## config.mk

```make
export PLATFORM = sky130hd
export DESIGN_NAME = sinc_decimator
export DESIGN_NICKNAME = d
export VERILOG_FILES = /design/src/rtl/sdf_pkg.sv /design/src/rtl/sdf_sinc3.sv /design/src/rtl/sdf_sinc1.sv /design/src/rtl/sdf_settle.sv /design/src/rtl/sinc_decimator.sv
export SDC_FILE = /design/constraint.sdc
export NUM_CORES = 1
export LEC_CHECK = 0
export ABC_AREA = 1
export BUFFER_PORTS_ARGS = -buffer_cell sky130_fd_sc_hd__buf_4
export CAP_MARGIN = 20
export CORE_ASPECT_RATIO = 1.5
export CORE_UTILIZATION = 40
export DETAILED_ROUTE_END_ITERATION = 6
export HOLD_SLACK_MARGIN = 0.15
export PLACE_DENSITY = 0.62
export SYNTH_ARGS = -nofsm -noshare
export SYNTH_HDL_FRONTEND = slang
export SYNTH_HIERARCHICAL = 1
export SYNTH_SLANG_ARGS = --single-unit
```

## constraint.sdc

```tcl
create_clock -name clk -period 5.4 [get_ports clk]
set_clock_uncertainty 0.15 [all_clocks]
set_input_delay 1.08 -clock clk [delete_from_list [all_inputs] [get_ports clk]]
set_output_delay 1.08 -clock clk [all_outputs]
set_load 0.02 [all_outputs]
```

## src/rtl/sdf_pkg.sv

```systemverilog
package sdf_pkg;
    localparam int SEL_W      = 4;
    localparam int SEL_MAX    = 8;
    localparam int BASE_LOG   = 6;
    localparam int K3_MAX     = 10;
    localparam int N1_LOG_MAX = 4;
    localparam int FIXED_LAT  = 48;
    localparam int OUT_W      = 24;
    localparam int ACC3_W     = 3 * K3_MAX + 2;
    localparam int ACC1_W     = ACC3_W + N1_LOG_MAX;
    localparam int K3_W       = $clog2(K3_MAX + 1);
    localparam int N1_W       = $clog2(N1_LOG_MAX + 1);
    localparam int G_W        = $clog2(3 * K3_MAX + N1_LOG_MAX + 1);
    localparam int SET_W      = 17;
    localparam int MIN_GAIN   = 3 * BASE_LOG;

    typedef struct packed {
        logic [K3_W-1:0] k3;
        logic [N1_W-1:0] n1log;
        logic [G_W-1:0]  gain_log;
    } osr_cfg_t;

    function automatic osr_cfg_t decode_osr(input logic [SEL_W-1:0] sel);
        osr_cfg_t c;
        int s;
        int l;
        int k;
        s = (int'(sel) > SEL_MAX) ? SEL_MAX : int'(sel);
        l = BASE_LOG + s;
        k = (l > K3_MAX) ? K3_MAX : l;
        c.k3       = K3_W'(k);
        c.n1log    = N1_W'(l - k);
        c.gain_log = G_W'(3 * k + (l - k));
        return c;
    endfunction

    function automatic logic [SET_W-1:0] settle_target(input osr_cfg_t c);
        int r;
        if (c.n1log == '0)
            r = 4 * (1 << c.k3) + FIXED_LAT;
        else
            r = (3 * (1 << c.n1log) + 2) * (1 << K3_MAX) + FIXED_LAT;
        return SET_W'(r);
    endfunction
endpackage

```

## src/rtl/sdf_sinc3.sv

```systemverilog
module sdf_sinc3 #(
    parameter int W      = sdf_pkg::ACC3_W,
    parameter int K3_MAX = sdf_pkg::K3_MAX,
    localparam int KW    = $clog2(K3_MAX + 1)
) (
    input  logic                clk,
    input  logic                rst_n,
    input  logic                clr,
    input  logic [KW-1:0]       k3,
    input  logic                din,
    output logic signed [W-1:0] dout,
    output logic                dout_vld
);
    typedef struct packed {
        logic signed [W-1:0] i1;
        logic signed [W-1:0] i2;
        logic signed [W-1:0] i3;
        logic signed [W-1:0] z1;
        logic signed [W-1:0] z2;
        logic signed [W-1:0] z3;
        logic [K3_MAX-1:0]   dcnt;
        logic signed [W-1:0] y;
        logic                vld;
    } s3_t;

    s3_t q, d;

    always_comb begin
        logic signed [W-1:0] x;
        logic signed [W-1:0] t1;
        logic signed [W-1:0] t2;
        logic [K3_MAX:0]     one_sh;
        logic [K3_MAX-1:0]   dmask;
        d      = q;
        d.vld  = 1'b0;
        x      = din ? W'(1) : '1;
        one_sh = (K3_MAX + 1)'(1) << k3;
        dmask  = K3_MAX'(one_sh - 1'b1);
        d.i1   = q.i1 + x;
        d.i2   = q.i2 + q.i1;
        d.i3   = q.i3 + q.i2;
        t1     = q.i3 - q.z1;
        t2     = t1 - q.z2;
        if (q.dcnt == dmask) begin
            d.dcnt = '0;
            d.z1   = q.i3;
            d.z2   = t1;
            d.z3   = t2;
            d.y    = t2 - q.z3;
            d.vld  = 1'b1;
        end else begin
            d.dcnt = q.dcnt + 1'b1;
        end
        if (clr)
            d = '0;
    end

    always_ff @(posedge clk or negedge rst_n) begin
        if (!rst_n) q <= '0;
        else        q <= d;
    end

    assign dout     = q.y;
    assign dout_vld = q.vld;

    AST_S3_SINGLE_VLD: assert property (@(posedge clk) disable iff (!rst_n)
        q.vld |=> !q.vld);
endmodule

```

## src/rtl/sdf_sinc1.sv

```systemverilog
module sdf_sinc1 #(
    parameter int IN_W       = sdf_pkg::ACC3_W,
    parameter int W          = sdf_pkg::ACC1_W,
    parameter int N1_LOG_MAX = sdf_pkg::N1_LOG_MAX,
    localparam int NW        = $clog2(N1_LOG_MAX + 1)
) (
    input  logic                   clk,
    input  logic                   rst_n,
    input  logic                   clr,
    input  logic [NW-1:0]          n1log,
    input  logic signed [IN_W-1:0] din,
    input  logic                   din_vld,
    output logic signed [W-1:0]    dout,
    output logic                   dout_vld
);
    typedef struct packed {
        logic signed [W-1:0]   acc;
        logic [N1_LOG_MAX-1:0] cnt;
        logic signed [W-1:0]   y;
        logic                  vld;
    } s1_t;

    s1_t q, d;
    logic [N1_LOG_MAX-1:0] nmask;

    always_comb begin
        logic [N1_LOG_MAX:0] one_sh;
        one_sh = (N1_LOG_MAX + 1)'(1) << n1log;
        nmask  = N1_LOG_MAX'(one_sh - 1'b1);
    end

    always_comb begin
        logic signed [W-1:0] ext;
        d     = q;
        d.vld = 1'b0;
        ext   = {{(W - IN_W){din[IN_W-1]}}, din};
        if (din_vld) begin
            if (q.cnt == nmask) begin
                d.y   = q.acc + ext;
                d.acc = '0;
                d.cnt = '0;
                d.vld = 1'b1;
            end else begin
                d.acc = q.acc + ext;
                d.cnt = q.cnt + 1'b1;
            end
        end
        if (clr)
            d = '0;
    end

    always_ff @(posedge clk or negedge rst_n) begin
        if (!rst_n) q <= '0;
        else        q <= d;
    end

    assign dout     = q.y;
    assign dout_vld = q.vld;

    AST_S1_CNT_RANGE: assert property (@(posedge clk) disable iff (!rst_n)
        q.cnt <= nmask);
endmodule

```

## src/rtl/sdf_settle.sv

```systemverilog
module sdf_settle #(
    parameter int SET_W = sdf_pkg::SET_W
) (
    input  logic             clk,
    input  logic             rst_n,
    input  logic             clr,
    input  logic [SET_W-1:0] target,
    output logic             settled
);
    typedef struct packed {
        logic [SET_W-1:0] cnt;
    } st_t;

    st_t q, d;

    always_comb begin
        d = q;
        if (q.cnt != target)
            d.cnt = q.cnt + 1'b1;
        if (clr)
            d = '0;
    end

    always_ff @(posedge clk or negedge rst_n) begin
        if (!rst_n) q <= '0;
        else        q <= d;
    end

    assign settled = (q.cnt == target);

    AST_SETTLE_BOUND: assert property (@(posedge clk) disable iff (!rst_n)
        q.cnt <= target);
    AST_SETTLE_HOLD: assert property (@(posedge clk) disable iff (!rst_n)
        settled && !clr |=> settled);
endmodule

```

## src/rtl/sinc_decimator.sv

```systemverilog
module sinc_decimator #(
    parameter int OUT_W = sdf_pkg::OUT_W,
    parameter int SEL_W = sdf_pkg::SEL_W
) (
    input  logic                    clk,
    input  logic                    rst_n,
    input  logic                    mod_bit,
    input  logic [SEL_W-1:0]        osr_sel,
    input  logic                    resync,
    output logic signed [OUT_W-1:0] result,
    output logic                    drdy,
    output logic                    settled
);
    import sdf_pkg::*;

    localparam int PAD = OUT_W - 2 - MIN_GAIN;

    typedef struct packed {
        logic [SEL_W-1:0]        osr;
        logic signed [OUT_W-1:0] result;
        logic                    drdy;
    } top_t;

    top_t q, d;
    osr_cfg_t cfg;
    logic clr;
    logic signed [ACC3_W-1:0] s3_y;
    logic s3_vld;
    logic signed [ACC1_W-1:0] s1_y;
    logic s1_vld;

    assign cfg = decode_osr(q.osr);
    assign clr = resync || (osr_sel != q.osr);

    sdf_sinc3 #(.W(ACC3_W), .K3_MAX(K3_MAX)) u_sinc3 (
        .clk(clk), .rst_n(rst_n), .clr(clr), .k3(cfg.k3),
        .din(mod_bit), .dout(s3_y), .dout_vld(s3_vld)
    );

    sdf_sinc1 #(.IN_W(ACC3_W), .W(ACC1_W), .N1_LOG_MAX(N1_LOG_MAX)) u_sinc1 (
        .clk(clk), .rst_n(rst_n), .clr(clr), .n1log(cfg.n1log),
        .din(s3_y), .din_vld(s3_vld), .dout(s1_y), .dout_vld(s1_vld)
    );

    sdf_settle #(.SET_W(SET_W)) u_settle (
        .clk(clk), .rst_n(rst_n), .clr(clr),
        .target(settle_target(cfg)), .settled(settled)
    );

    always_comb begin
        logic signed [ACC1_W+PAD-1:0] w;
        logic [G_W-1:0] sh;
        d      = q;
        d.osr  = osr_sel;
        d.drdy = s1_vld;
        sh     = cfg.gain_log - G_W'(MIN_GAIN);
        w      = {s1_y, {PAD{1'b0}}};
        w      = w >>> sh;
        if (s1_vld)
            d.result = OUT_W'(w);
    end

    always_ff @(posedge clk or negedge rst_n) begin
        if (!rst_n) q <= '0;
        else        q <= d;
    end

    assign result = q.result;
    assign drdy   = q.drdy;

    AST_DRDY_PULSE: assert property (@(posedge clk) disable iff (!rst_n)
        drdy |=> !drdy);
    AST_RESULT_HOLD: assert property (@(posedge clk) disable iff (!rst_n)
        !drdy |-> $stable(result));
    AST_CLR_UNSETTLES: assert property (@(posedge clk) disable iff (!rst_n)
        clr |=> !settled);
    AST_OSR_CHANGE: assert property (@(posedge clk) disable iff (!rst_n)
        (osr_sel != q.osr) |=> !settled);
endmodule

```

# Word level (Yosys, flattened, before mapping)
# Cells that the tools add are included.
# classes
add_sub_neg,19
multipliers,2
div_mod_pow,0
n_lt_le_gt_ge,2
n_eq_ne,5
shift,5
n_mux,14
bitwise,0
reduce_logical,7
# ops
cell,count
$mux W235,1
$mux W77,2
$add A32 B32 Y32,3
$mux W96,1
$sub A32 B32 Y32,3
$mux W17,3
$mux W40,1
$sshr A40 B6 Y24,1
$mux W37,1
$add A36 B32 Y36,1
$add A17 B7 Y17 const B,2
$mux W33,1
$mul A3 B32 Y7 const A,1
$mux W32,1
$shl A1 B3 Y32 const A,1
$add A17 B1 Y17 const B,1
$eq A17 B17 Y1,1
$ne A17 B17 Y1,1
$shl A1 B4 Y15 const A,1
$add A10 B1 Y10 const B,1
$eq A10 B10 Y1,1
$mux W10,1
$shl A1 B4 Y10 const A,1
$sub A10 B1 Y10 const B,1
19 further kinds,22
# totals
register_bits,358
latchBits,0
ramBits,0
mem_bits_ro,0
input_bits,8
output_inout_bits,26
word_cells,71
n_memories,0

# Logic depth before layout (Yosys ltp)
# logic_depth
word_depth,14
ltp_mapped,37
mapped_depth_nobuf,37

# Hierarchy
# Netlist, hierarchy kept.
# by_module_without_submodules
module,n_inst,cells_each,area_each_um2,seq_area_each_um2
sdf_sinc3,1,2563,18605.3,5880.6
sdf_sinc1,1,847,5783.0,1926.8
sinc_decimator,1,827,4603.2,725.7
sdf_settle,1,240,1636.6,425.4

# Worst setup path before layout
# OpenSTA, ideal clock, no wires.
# synth_path
path_kind,register -> output
from,reg q[28] (netlist name)
to,out settled
arrival_ns,4.342
required_ns,4.170
setup_slack_ns,-0.172
stages_incl_launch_ff,30
n_path_buf,4
path_cell_list,dfrtp_1 -> inv_2 -> buf_4 -> clkbuf_1 -> buf_2 -> nand2_1 -> ha_1 -> xnor2_4 -> inv_2 -> nor2_1 -> nand2_1 -> nand2_1 -> inv_1 -> nor2_1 -> ha_1 -> nand3_1 -> ha_1 -> nor4_2 -> nand2_1 -> xnor2_1 -> nor2_1 -> nand2_1 -> clkinv_1 -> nor2_2 -> nor2_4 -> nand2_1 -> nor2_4 -> nand3_4 -> buf_6 -> inv_2
# synth_rtl
element,line_no,rtl
end: declaration,sinc_decimator.sv:12,output logic settled

# Worst setup path in the final report
# layout_path
from,reg u_sinc3/q[151] (netlist bit)
to,reg u_sinc3.q (netlist bit u_sinc3/dout[25])
# layout_via
elab_chain_len,5
# layout_rtl
element,line_no,rtl
start: declaration,sdf_sinc3.sv:26,"s3_t q, d;"
start signal: assignment,sdf_sinc3.sv:59,if (!rst_n) q <= '0;
start signal: assignment,sdf_sinc3.sv:60,else q <= d;
$sub A32 B32 Y32,sdf_sinc3.sv:42,t1 = q.i3 - q.z1;
$sub A32 B32 Y32,sdf_sinc3.sv:43,t2 = t1 - q.z2;
$sub A32 B32 Y32,sdf_sinc3.sv:49,d.y = t2 - q.z3;
$mux W33,sdf_sinc3.sv:44,if (q.dcnt == dmask) begin
$mux W235,sdf_sinc3.sv:54,if (clr)
# Every way passes these cells. The select of a mux whose other input is x is not followed.
# A chain may end at the register's enable or synchronous reset.

==> qor.yml <==
clocking:
  cts_buffers: 44
  cts.sinks: 358
  clock_latency_ns: 0.58
  cts-root-buf: "clkbuf_16"
  clk_pin_slew_ns: 0.06
  cts_tree: "done"
  clock_path_buffers: 3
  cts_htree_levels: 2
  cts.hold.buffers_added: 0
layout:
  syn2layout_area_growth_pct: 10.6
  num-fill-cells: 7888
  layout-drive-gt1-share: 0.0976
  fin_util: 0.449
  nets: 4728
  regArea_sq_um: 8960
  final_cells: 5489
  antenna_cells: 0
  multi_input_area_sq_um: 19100
routing:
  drc: 0
  num_vias: 28700
  antenna_left: 0
  drtIter0Drc: 1266
  viasPerCell: 5.23
  wl_per_cell_microns: 16.0
  dr.pass1.iters: 5
  totalWireLength_microns: 87900
floorplan:
  die_w_microns: 228
  pin_count: 34
  start_util: 0.406
  core.rowCount: 123
  core_sq_um: 75400
  die_h_microns: 341
  dieArea_sq_um: 77700
power:
  pwr-share-seq: 0.367
  leakage_uw: 0.0176
  swShare: 0.310
  net-switching-power_uw: 2280
  clockPowerShare: 0.425
  combPwrFrac: 0.208
  intPower_uw: 5070
  power_uw: 7340
  ir_drop_uv: 199
  powerDensity_nw_per_um2: 217
worst_setup_path:
  cp_data_required_time_ns: 5.75
  worst-r2r-cell-count: 27
  crit_type: "flip-flop to flip-flop"
  cp-start-kind: "flip-flop"
  r2r-start: "u_sinc3/q[151]"
  worst-path-max-fanout: 5
  rrSetupSlack_ns: 0.22
  end_kind: "flip-flop"
  reg2reg_to: "u_sinc3/dout[25]"
  arrival_ns: 5.53
synth:
  avgSynthCellArea_sq_um: 6.84
  synthCells: 4477
  syn_area_sq_um: 30600
  async_reset_ff_frac: 1.00
  synth_warnings: 6
  synth_seq_cells: 358
  synth_edf_count: 0
  yosysSeqAreaShare: 0.292
  ys_types: 65
  yosys_most_used_dff: "dfrtp_1"
timing:
  worst_slew_pin_slew_ns: 1.07
  period_minus_slack_ns: 5.18
  max_slew_margin: 0.283
  slew_violations: 0
  final_hold_viol_count: 0
  max_freq_ghz: 0.193
  setup_viol: 0
  fin_ws_ns: 0.221
  finalCritPeriodShare: 0.959
placement:
  dpl_worst_slack_ns: -0.500
  placed_cells: 5394
  portBuffers: 33
  place_hpwl_microns: 68300
  globalplace.congestion: 0.975
global_route:
  grt.total_usage: 0.222
  grt_max_degree: 100
  grt_overflow: 0
  antenna_found_initial: 0
  grt_pass1_wl_microns: 141000
  grt_pass1_vias: 29100
flow_run:
  drv_cap: 0
status:
  status: "finished, final reports clean"
worst_hold_path:
  hp-class: "flip-flop to flip-flop"
  hold_end: "u_sinc3/q[203]"
  whs_path_depth: 1
  hp-start: "u_sinc3/q[203]"
per-stage QoR:
stage | hold slack (ns) | instance area (sq um) | TNS [ns]
3_3_place_gp | 0.302 | 31500 | -1.09
2_1_floorplan | 0.202 | 30600 | 0
5_1_grt | 0.332 | 33900 | -0.123
4_1_cts | 0.319 | 33000 | 0
6_report | 0.312 | 33900 | 0
3_5_place_dp | 0.311 | 31500 | -1.35
worst max path at each step:
stage	cells after the start	from	slack (ns)	endpoint
global route	24	q[28]	-0.04	settled
detailed placement	29	u_sinc3/q[139]	-0.50	u_sinc3/dout[25]
floorplan	29	q[28]	0.03	settled
CTS	27	q[26]	0.01	settled
finish	27	u_sinc3/q[151]	0.22	u_sinc3/dout[25]
global placement	25	u_sinc3/q[141]	-0.49	u_sinc3/dout[25]
kinds of logic after synthesis:
logic type	synth area share
AND/OR/NAND/NOR	0.298
AO/OA/AOI/OAI	0.152
buffers and inverters	0.108
flip-flops	0.292
adder cells (fa/ha/maj)	0.107
XOR/XNOR	0.0420
other	0.000245
power groups by stage:
stage,Combinational (uW),Sequential [uW],Clock [uW]
after floorplan,1000,2740,0
after global placement,1420,2750,0
after detailed placement,1420,2750,0
after CTS,1440,2700,3200
after global routing,1690,2700,3300
final,1520,2700,3120
layer usage:
layer	share of wire	global-route usage
met1	0.36	0.205
met3	0.025	0.0210
met4	0.068	0.144
met5	0	0
met2	0.55	0.455
worst max-delay path: stages (launching register included):
cell and delay (ns):
dfrtp_1 0.41, ha_1 0.41, nand2_1 0.14, nor2_1 0.22, and3_1 0.19, nand2_1 0.06
nand2_1 0.17, buf_4 0.18, xor2_1 0.23, ha_1 0.36, nand2_2 0.19, nor2_1 0.08
nor2_1 0.14, nor2_1 0.06, nor2_1 0.15, o21ai_2 0.09, a21o_1 0.20, xnor2_2 0.17
inv_1 0.09, ha_4 0.25, a21oi_2 0.18, o21ai_1 0.10, a21oi_2 0.19, nand3_2 0.18
a21o_1 0.21, a21oi_1 0.13, o21ai_1 0.10, nand2_1 0.06
layout make-up:
type / instances / share of cell area
clock buffers: 60 / 0.0382
clock inverters: 12 / 0.00565
inverters: 534 / 0.0596
multi-input cells: 3392 / 0.564
flip-flops and latches: 358 / 0.265
well taps: 1000 / 0.0369
repair buffers: 133 / 0.0313
synthesized netlist by cell type, types with 26 or more instances:
cell	n	area [sq um]
nor3_1	44	220
nand3_1	366	1830
inv_1	505	1900
buf_2	33	165
xor2_1	89	780
nand4_1	52	325
nand2_1	1228	4610
buf_4	101	758
o21ai_0	287	1440
clkbuf_1	33	124
a21oi_1	335	1680
nor2_1	381	1430
dfrtp_1	358	8960
o21ai_1	26	130
ha_1	247	3090
xnor2_1	53	464
layout by cell type, fill, tap and decap left out, drive strengths merged, types with 3 or more instances in the layout:
| cell type | count |
|---|---|
| a211oi | 3 |
| a21boi | 10 |
| a21o | 24 |
| a21oi | 335 |
| a221oi | 8 |
| a31oi | 23 |
| and2 | 4 |
| and3 | 3 |
| buf | 133 |
| bufinv | 5 |
| clkbuf | 60 |
| clkinv | 12 |
| conb | 6 |
| dfrtp | 358 |
| fa | 10 |
| ha | 247 |
| inv | 528 |
| nand2 | 1242 |
| nand3 | 377 |
| nand3b | 8 |
| nand4 | 52 |
| nor2 | 400 |
| nor3 | 48 |
| nor3b | 6 |
| nor4 | 8 |
| o211ai | 7 |
| o21a | 21 |
| o21ai | 334 |
| o21bai | 25 |
| o221ai | 10 |
| o22ai | 16 |
| o31ai | 8 |
| or2 | 4 |
| xnor2 | 55 |
| xor2 | 89 |
registers in the layout, summed over array words and instances, names as in the netlist:
register	cells
u_sinc3/dout	32
u_sinc3/q	202
u_sinc1/dout_vld	1
drdy	1
u_sinc1/q	40
u_sinc1/dout	36
result	24
q	4
u_settle/q	17
u_sinc3/dout_vld	1
repair_timing:
action                     4_1_cts  5_1_grt
pin swaps                        4       46
setup endpoints to repair        8       15
buffers inserted                 2       21
gates resized for setup         17      162
No activity file was read; power rests on OpenSTA's default activity.
